--- src/rtl/pwm_edge_pkg.sv ---
package pwm_edge_pkg;

   // index of each shadowed field in the setting vectors
   localparam int FLD_PERIOD = 0;
   localparam int FLD_RISE   = 1;
   localparam int FLD_FALL   = 2;
   localparam int NUM_FIELDS = 3;

   typedef enum logic [1:0] {
      WIN_ALWAYS,
      WIN_INSIDE,
      WIN_WRAPPED
   } win_kind_e;

   function automatic win_kind_e window_kind(logic same_pts, logic rise_first);
      if (same_pts)        return WIN_ALWAYS;
      else if (rise_first) return WIN_INSIDE;
      else                 return WIN_WRAPPED;
   endfunction

   function automatic logic window_hit(win_kind_e kind, logic past_rise, logic before_fall);
      case (kind)
         WIN_ALWAYS: return 1'b1;
         WIN_INSIDE: return past_rise & before_fall;
         default:    return past_rise | before_fall;
      endcase
   endfunction

endpackage

--- src/rtl/pwm_quantum_prescaler.sv ---
module pwm_quantum_prescaler #(
   parameter int DIVL_W = 8,
   parameter int DIVH_W = 4
) (
   input  logic              clk,
   input  logic              rst_n,
   input  logic              run,
   input  logic [DIVL_W-1:0] div_lin,
   input  logic [DIVH_W-1:0] div_shift,
   output logic              tick
);
   localparam int MAX_SH = (1 << DIVH_W) - 1;
   localparam int PRE_W  = DIVL_W + MAX_SH;
   localparam logic [PRE_W:0]   ONE_S = 1;
   localparam logic [PRE_W-1:0] ONE_P = 1;

   if (DIVL_W < 1 || DIVH_W < 1 || DIVH_W > 5) begin : g_bad_widths
      $error("pwm_quantum_prescaler: unsupported divider widths");
   end

   logic [PRE_W:0]   span;
   logic [PRE_W-1:0] limit;
   logic [PRE_W-1:0] cnt;

   always_comb begin
      span  = ({{(PRE_W + 1 - DIVL_W){1'b0}}, div_lin} + ONE_S) << div_shift;
      limit = span[PRE_W-1:0] - ONE_P;
   end

   // >= keeps the count bounded when the divider is lowered on the fly
   assign tick = run && (cnt >= limit);

   always_ff @(posedge clk or negedge rst_n) begin
      if (!rst_n)              cnt <= '0;
      else if (!run || tick)   cnt <= '0;
      else                     cnt <= cnt + ONE_P;
   end

endmodule

--- src/rtl/pwm_period_core.sv ---
module pwm_period_core #(
   parameter int CNT_W = 8
) (
   input  logic             clk,
   input  logic             rst_n,
   input  logic             run,
   input  logic             tick,
   input  logic [CNT_W-1:0] last,
   output logic [CNT_W-1:0] count,
   output logic             wrap
);
   localparam logic [CNT_W-1:0] STEP = 1;

   // >= lets a period shrunk below the count restart on the next tick
   assign wrap = tick && (count >= last);

   always_ff @(posedge clk or negedge rst_n) begin
      if (!rst_n)           count <= '0;
      else if (!run || wrap) count <= '0;
      else if (tick)        count <= count + STEP;
   end

endmodule

--- src/rtl/pwm_shadow_regs.sv ---
module pwm_shadow_regs #(
   parameter int CNT_W = 8,
   parameter int NUM   = 3
) (
   input  logic             clk,
   input  logic             rst_n,
   input  logic             load,
   input  logic [CNT_W-1:0] next_val [NUM],
   output logic [CNT_W-1:0] held     [NUM]
);
   if (NUM < 1) begin : g_bad_num
      $error("pwm_shadow_regs: NUM must be positive");
   end

   for (genvar g = 0; g < NUM; g++) begin : g_field
      logic [CNT_W-1:0] r_val;
      always_ff @(posedge clk or negedge rst_n) begin
         if (!rst_n)    r_val <= '0;
         else if (load) r_val <= next_val[g];
      end
      assign held[g] = r_val;
   end

endmodule

--- src/rtl/pwm_edge_gen.sv ---
module pwm_edge_gen
   import pwm_edge_pkg::*;
#(
   parameter int DIVL_W = 8,
   parameter int DIVH_W = 4,
   parameter int CNT_W  = 8
) (
   input  logic              clk,
   input  logic              rst_n,
   input  logic [DIVL_W-1:0] cfg_div_lin,
   input  logic [DIVH_W-1:0] cfg_div_shift,
   input  logic [CNT_W-1:0]  cfg_period,
   input  logic [CNT_W-1:0]  cfg_rise,
   input  logic [CNT_W-1:0]  cfg_fall,
   input  logic              cfg_clk_en,
   input  logic              cfg_pin_en,
   input  logic              cfg_invert,
   input  logic              cfg_open_drain,
   input  logic              cfg_sync_off,
   output logic              pwm_out,
   output logic              pwm_oe
);
   if (CNT_W < 2 || CNT_W > 16) begin : g_bad_cnt
      $error("pwm_edge_gen: CNT_W out of range");
   end

   logic             q_tick;
   logic             q_wrap;
   logic [CNT_W-1:0] q_count;
   logic             shadow_load;
   logic [CNT_W-1:0] cfg_vec [NUM_FIELDS];
   logic [CNT_W-1:0] act_vec [NUM_FIELDS];
   logic [CNT_W-1:0] act_period, act_rise, act_fall;
   win_kind_e        kind;
   logic             in_win;
   logic             logical_lvl;
   logic             next_out;
   logic             out_q, oe_q;

   pwm_quantum_prescaler #(.DIVL_W(DIVL_W), .DIVH_W(DIVH_W)) u_presc (
      .clk       (clk),
      .rst_n     (rst_n),
      .run       (cfg_clk_en),
      .div_lin   (cfg_div_lin),
      .div_shift (cfg_div_shift),
      .tick      (q_tick)
   );

   assign cfg_vec[FLD_PERIOD] = cfg_period;
   assign cfg_vec[FLD_RISE]   = cfg_rise;
   assign cfg_vec[FLD_FALL]   = cfg_fall;

   // stopped or direct mode: track settings; synced mode: only at wrap
   assign shadow_load = !cfg_clk_en || cfg_sync_off || q_wrap;

   pwm_shadow_regs #(.CNT_W(CNT_W), .NUM(NUM_FIELDS)) u_shadow (
      .clk      (clk),
      .rst_n    (rst_n),
      .load     (shadow_load),
      .next_val (cfg_vec),
      .held     (act_vec)
   );

   assign act_period = act_vec[FLD_PERIOD];
   assign act_rise   = act_vec[FLD_RISE];
   assign act_fall   = act_vec[FLD_FALL];

   pwm_period_core #(.CNT_W(CNT_W)) u_core (
      .clk   (clk),
      .rst_n (rst_n),
      .run   (cfg_clk_en),
      .tick  (q_tick),
      .last  (act_period),
      .count (q_count),
      .wrap  (q_wrap)
   );

   always_comb begin
      kind        = window_kind(act_rise == act_fall, act_rise < act_fall);
      in_win      = window_hit(kind, q_count >= act_rise, q_count < act_fall);
      logical_lvl = cfg_clk_en & cfg_pin_en & in_win;
      next_out    = logical_lvl ^ cfg_invert;
   end

   always_ff @(posedge clk or negedge rst_n) begin
      if (!rst_n) begin
         out_q <= 1'b0;
         oe_q  <= 1'b0;
      end else begin
         out_q <= next_out;
         oe_q  <= cfg_open_drain ? ~next_out : 1'b1;
      end
   end

   assign pwm_out = out_q;
   assign pwm_oe  = oe_q;

endmodule

--- config.mk ---
export PLATFORM = sky130hd
export DESIGN_NAME = pwm_edge_gen
export DESIGN_NICKNAME = d
export VERILOG_FILES = /design/src/rtl/pwm_edge_pkg.sv /design/src/rtl/pwm_quantum_prescaler.sv /design/src/rtl/pwm_period_core.sv /design/src/rtl/pwm_shadow_regs.sv /design/src/rtl/pwm_edge_gen.sv
export SDC_FILE = /design/constraint.sdc
export NUM_CORES = 1
export LEC_CHECK = 0
export CAP_MARGIN = 10
export CORE_MARGIN = 2
export CORE_UTILIZATION = 60
export CTS_BUF_LIST = sky130_fd_sc_hd__clkbuf_4
export DETAILED_ROUTE_END_ITERATION = 7
export PLACE_DENSITY = 0.79
export SLEW_MARGIN = 20
export SYNTH_ARGS = -nofsm -noshare
export SYNTH_HDL_FRONTEND = slang
export SYNTH_HIERARCHICAL = 1
export SYNTH_SLANG_ARGS = --single-unit
export TNS_END_PERCENT = 100
--- constraint.sdc ---
create_clock -name clk -period 4.9 [get_ports clk]
set_clock_uncertainty 0.1 [all_clocks]
set_input_delay 1.225 -clock clk [delete_from_list [all_inputs] [get_ports clk]]
set_output_delay 1.225 -clock clk [all_outputs]
set_load 0.1 [all_outputs]
## Word level (Yosys, flattened, before mapping)

Cells that the tools add are included.

| word-level totals | value |
|---|---|
| input port bits | 43 |
| flip-flop bits (word level) | 57 |
| output and inout bits | 2 |
| word-level logic and storage cells | 41 |

| operators by class | value |
|---|---|
| order comparisons | 5 |
| shifts and indexed selects | 1 |
| $add $sub $neg | 4 |
| equal/unequal tests | 2 |
| bitwise logic cells | 6 |
| reductions and logical operators | 9 |
| multiplexer cells | 7 |

Operator list:

| cell | number |
|---|---|
| $shl 24x4->23 | 1 |
| $add 23x1->23 const B | 1 |
| $ge 23x23->1 | 1 |
| $mux 23 | 1 |
| $sub 23x1->23 const B | 1 |
| $ge 8x8->1 | 2 |
| $lt 8x8->1 | 2 |
| $mux 8 | 2 |
| $add 8x1->9 const B | 1 |
| $add 8x1->8 const B | 1 |
| $eq 8x8->1 | 1 |
| $logic_or 1x1->1 | 4 |
| $mux 2 | 2 |
| $and 1x1->1 | 3 |
| $eq 2x1->1 const B | 1 |
| $logic_and 1x1->1 | 2 |
| $logic_not 2->1 | 1 |
| $pmux 1 s2 | 1 |
| $reduce_bool 2->1 | 1 |
| $logic_not 1->1 | 1 |
| $mux 1 | 1 |
| $not 1->1 | 1 |
| $or 1x1->1 | 1 |
| $xor 1x1->1 | 1 |

## Logic depth before layout (Yosys ltp)

| logic depth | value |
|---|---|
| word-level depth | 9 |
| depth in mapped cells | 31 |
| depth with buffers taken out | 27 |

## By module

The synthesis kept the hierarchy.

Modules (own cells, without submodules):

| module | area an instance (sq um) | cells an instance | times used | seq. area each (sq um) |
|---|---|---|---|---|
| pwm_quantum_prescaler | 3,181.8 | 396 | 1 | 575.6 |
| pwm_shadow_regs | 997.2 | 51 | 1 | 600.6 |
| pwm_period_core | 708.2 | 76 | 1 | 200.2 |
| pwm_edge_gen | 670.6 | 78 | 1 | 50.0 |

## Worst setup path before layout

OpenSTA, ideal clock, no wires.

| path | value |
|---|---|
| path kind | in2reg |
| start point | input port cfg_div_lin[0] |
| end point | register u_shadow.g_field[0].r_val[0] |
| arrival time | 6,507 ps |
| slack | -1,832 ps |
| data required time | 4,675 ps |
| buffers on the path | 5 |
| library setup time | 125 ps |
| stages on the path | 29 |
| cell sequence | ha_1 buf_6 and3_4 mux2_4 a211oi_1 nand2_1 o311a_1 nand4b_4 or3_1 nand2b_4 xnor2_2 ha_1 a21o_1 a21o_1 a21o_1 a21o_1 a21o_1 a221oi_1 o21ai_0 and2_1 buf_4 and2_4 buf_6 nand2b_1 nor2_1 nand2_1 buf_6 buf_12 mux2_4 |

| between the ends | value |
|---|---|
| word-level cells in the longest chain between the ends | 7 |

Ends and longest elaborated chain:

| element | RTL line | text |
|---|---|---|
| from (decl) | pwm_edge_gen.sv:10 | `input logic [DIVL_W-1:0] cfg_div_lin,` |
| $add 8x1->9 | pwm_quantum_prescaler.sv:26 | `span = ({{(PRE_W + 1 - DIVL_W){1'b0}}, div_lin} + ONE_S) << div_shift;` |
| $shl 24x4->23 | pwm_quantum_prescaler.sv:26 |  |
| $sub 23x1->23 | pwm_quantum_prescaler.sv:27 | `limit = span[PRE_W-1:0] - ONE_P;` |
| $ge 23x23->1 | pwm_quantum_prescaler.sv:31 | `assign tick = run && (cnt >= limit);` |
| $logic_and 1x1->1 | pwm_quantum_prescaler.sv:31 |  |
| named net q_tick | pwm_edge_gen.sv:27 | `logic q_tick;` |
| $logic_and 1x1->1 | pwm_period_core.sv:15 | `assign wrap = tick && (count >= last);` |
| named net q_wrap | pwm_edge_gen.sv:28 | `logic q_wrap;` |
| $logic_or 1x1->1 | pwm_edge_gen.sv:54 | `assign shadow_load = !cfg_clk_en \|\| cfg_sync_off \|\| q_wrap;` |
| named net shadow_load | pwm_edge_gen.sv:30 | `logic shadow_load;` |
| to (signal assigned) | pwm_shadow_regs.sv:19 | `else if (load) r_val <= next_val[g];` |
| to (decl) | pwm_shadow_regs.sv:16 | `logic [CNT_W-1:0] r_val;` |

The timed path passes the listed nets, and every way through them passes these cells.
A chain may end at the register's enable or synchronous reset.

## Worst setup path in the final report

| path | value |
|---|---|
| start point | input port cfg_div_lin[0] |
| end point | register u_shadow.g_field[0].r_val[4] |

The elaborated chain is that of the path after synthesis.

==> flow_summary.toml <==
[sta]
setup_slack_ns = -1.34
rsz0062_at_grt = "true"
setup_violations = 55
holdWs_ns = 0.435
worst_pin_slew_ns = 0.996
maxSlewHeadroom_pct = 33.4
timing.final.crit_share_pct = 127
finalHoldViolCount = 0
finalMaxSlewViolations = 0
fmax_mhz = 160
period_minus_slack_ns = 6.24

[finish]
final_cells = 896
fillers = 511
n_antenna_cell = 0
drive_gt1_share_pct = 37.7
area_growth_pct = 38.2
stdcell_area_mm2 = 0.00768
num-nets-final = 881

[cts]
cts-root-buf = "clkbuf_4"
clock-sinks = 57
clock_path_buffers = 2
cts_tree = "yes"
path_clk_slew_ns = 0.12
worst_skew_pair.late_latency_ns = 0.43
numCtsBuffers = 9
h-tree-depth = 3

[status]
status = "finished with violations"
failed_checks = "negative setup slack"

[synth]
synthFlopType = "dfrtp_1"
netlist_instances = 601
syn_area_per_cell_um2 = 9.25
synth_top_area_share_pct = 25.7
syn_nets = 702
yosysTopAreaCell = "dfrtp_1"
ys_ff_latch = 57
synth.cell_area_mm2 = 0.00556
ys_top_cells_by_count = "ha_1 (58), dfrtp_1 (57), nor2_1 (56)"
synth_edf_count = 0
async_reset_ff_share_pct = 100
synth_cell_type_count = 82
synth_most_common_cell = "ha_1"
netlist_top_cells_area = "dfrtp_1 (26%), ha_1 (13%), mux2_4 (5.9%), xnor2_1 (4.6%), nor2_1 (3.8%)"
yosysSeqAreaShare_pct = 25.7
ys_warn_count = 6

[setup_path]
cp-start-kind = "primary input"
startpoint = "cfg_div_lin[0]"
cp.required_ns = 5.11
crit_arrival_ns = 6.45
rrSetupSlack_ns = 1.20
r2r_end = "u_shadow/g_field[0].r_val[4]$_DFFE_PN0P_"
ff2ff_path_depth = 18
critPathCaptureType = "flip-flop"
critPathMostFrequentCell = "a21o_1"
worst_r2r_startpoint = "u_presc/cnt[16]$_DFF_PN0_"
cp_max_fo = 5
max_stage_delay_ns = 0.39
critPathKind = "primary input to flip-flop"
cp_slowest_cell = "or3_4"
endpoint = "u_shadow/g_field[0].r_val[4]$_DFFE_PN0P_"

[die]
ios = 45
start_util_pct = 61.0
die_y_um = 100
die_w_um = 100
die_area_mm2 = 0.0100
rows = 35
coreArea_mm2 = 0.00911

[global_route]
use_met2_pct = 61.3
use_met1_pct = 42.2
grt_first_pass_wirelength_um = 28000
busiest_layer = "met2"
grt_max_degree = 58
grt_util_all_layers_pct = 35.1
grt_antenna_before_repair = 0
grt_pass1_vias = 5877
overflow = 0
grtUsageMet3_pct = 6.41

[drt]
drtIter0Drc = 402
vias = 5612
drt_first_pass_iters = 6
ant_nets = 0
wl_um = 17800
drc = 0
wl_per_cell_um = 19.8
viasPerCell = 6.26

[power_and_ir_drop]
p_int_mw = 0.886
power_density_mw_per_mm2 = 185
power.leakage_nw = 3.59
p_comb_share_pct = 41.7
pwr-share-clk_pct = 22.2
switching_share_pct = 37.7
power.total_mw = 1.42
irDropWorstVdd_mv = 0.159
switchingPower_mw = 0.537
p_seq_share_pct = 36.1

[worst_hold_path]
min_path_type = "flip-flop to flip-flop"

[placed_design]
portBuffers = 44
gp_congestion = 0.938
place_inst = 857
place_ws_ns = -2.33
placed_area_mm2 = 0.00699
hpwl_um = 11700

[flow_run]
cap_violations = 0
-- area by class of cell --
class | instances | area [um^2] | area share, %
inverters | 33 | 124 | 1.61
well taps | 111 | 139 | 1.81
clock inverters | 7 | 47.5 | 0.619
clock buffers | 9 | 67.6 | 0.880
flip-flops and latches | 57 | 1430 | 18.6
repair buffers | 193 | 1640 | 21.4
multi-input cells | 486 | 4240 | 55.1
-- sequential cells by signal, summed over array words and instances, names as in the netlist --
name / cells
u_shadow/g_field.r_val: 24
pwm_oe: 1
u_presc/cnt: 23
u_core/count: 8
pwm_out: 1
-- worst max-delay path, delay by kind of cell --
kind,cells,cell delay (ns)
buffers and inverters,4,0.59
and+or+nand+nor,11,1.65
adders and majority gates,2,0.46
muxes,1,0.30
xor gates and xnor gates,2,0.30
AOI/OAI and AO/OA,10,1.93
-- stage by stage --
step / TNS [ns] / util (%)
after detailed placement: -101.20 / 76.8
after CTS: -51.60 / 81.6
after global routing: -60.48 / 84.3
after global placement: -95.54 / 76.8
final: -51.78 / 84.3
after floorplan: -56.43 / -
-- routing by layer --
layer | routed length [um] | vias to the layer above
li1 | - | 2564
met1 | 7200 | 2696
met2 | 8740 | 270
met3 | 1070 | 82
met4 | 758 | 0
met5 | 0 | -
-- kinds of logic (layout without fill, tap and decap cells) --
group / Yosys count / in the layout / share of synthesized area [%]
AOI/OAI and AO/OA: 141 / 141 / 20.0
xor gates and xnor gates: 47 / 47 / 7.54
adders and majority gates: 59 / 59 / 13.3
buffers and inverters: 58 / 242 / 5.34
DFF: 57 / 57 / 25.7
muxes: 27 / 27 / 6.96
and+or+nand+nor: 212 / 212 / 21.2
-- what timing repair did --
action                     CTS  global route
pin swaps                   22            23
resized for setup           87            52
gates cloned                 6             1
setup endpoints to repair   55            55
buffers inserted            11             5
hold buffers                 0             0
-- cell usage in the layout (no fill, tap or decap), types with 13 or more instances in the layout --
cell and n:
nand4_1 14, nand3_1 21, buf_4 137, o21ai_0 13, clkdlybuf4s50_1 33, nand2_1 38
a21o_1 19, dfrtp_1 57, mux2_4 22, a21oi_1 18, nor2_1 33, inv_1 29
xor2_1 16, xnor2_1 28, nor2_2 13, ha_1 57
-- how the worst min path moves through the flow --
stage               slack, ns                                        to                                     start  cells after the start
floorplan                0.37                  u_presc/cnt[0]$_DFF_PN0_                  u_presc/cnt[0]$_DFF_PN0_                      1
global placement         0.40  u_shadow/g_field[0].r_val[7]$_DFFE_PN0P_  u_shadow/g_field[0].r_val[7]$_DFFE_PN0P_                      1
detailed placement       0.39  u_shadow/g_field[2].r_val[5]$_DFFE_PN0P_  u_shadow/g_field[2].r_val[5]$_DFFE_PN0P_                      1
CTS                      0.43  u_shadow/g_field[2].r_val[5]$_DFFE_PN0P_  u_shadow/g_field[2].r_val[5]$_DFFE_PN0P_                      1
global route             0.45  u_shadow/g_field[0].r_val[1]$_DFFE_PN0P_  u_shadow/g_field[0].r_val[1]$_DFFE_PN0P_                      1
finish                   0.44  u_shadow/g_field[0].r_val[6]$_DFFE_PN0P_  u_shadow/g_field[0].r_val[6]$_DFFE_PN0P_                      1
-- power groups by stage --
stage	logic (mW)	clock network, mW	registers, mW
6_report	0.594	0.315	0.514
5_1_grt	0.632	0.333	0.516
3_5_place_dp	0.503	0	0.521
4_1_cts	0.542	0.318	0.513
3_3_place_gp	0.482	0	0.519
2_1_floorplan	0.283	0	0.527
Power figures use the tool's default switching activity.
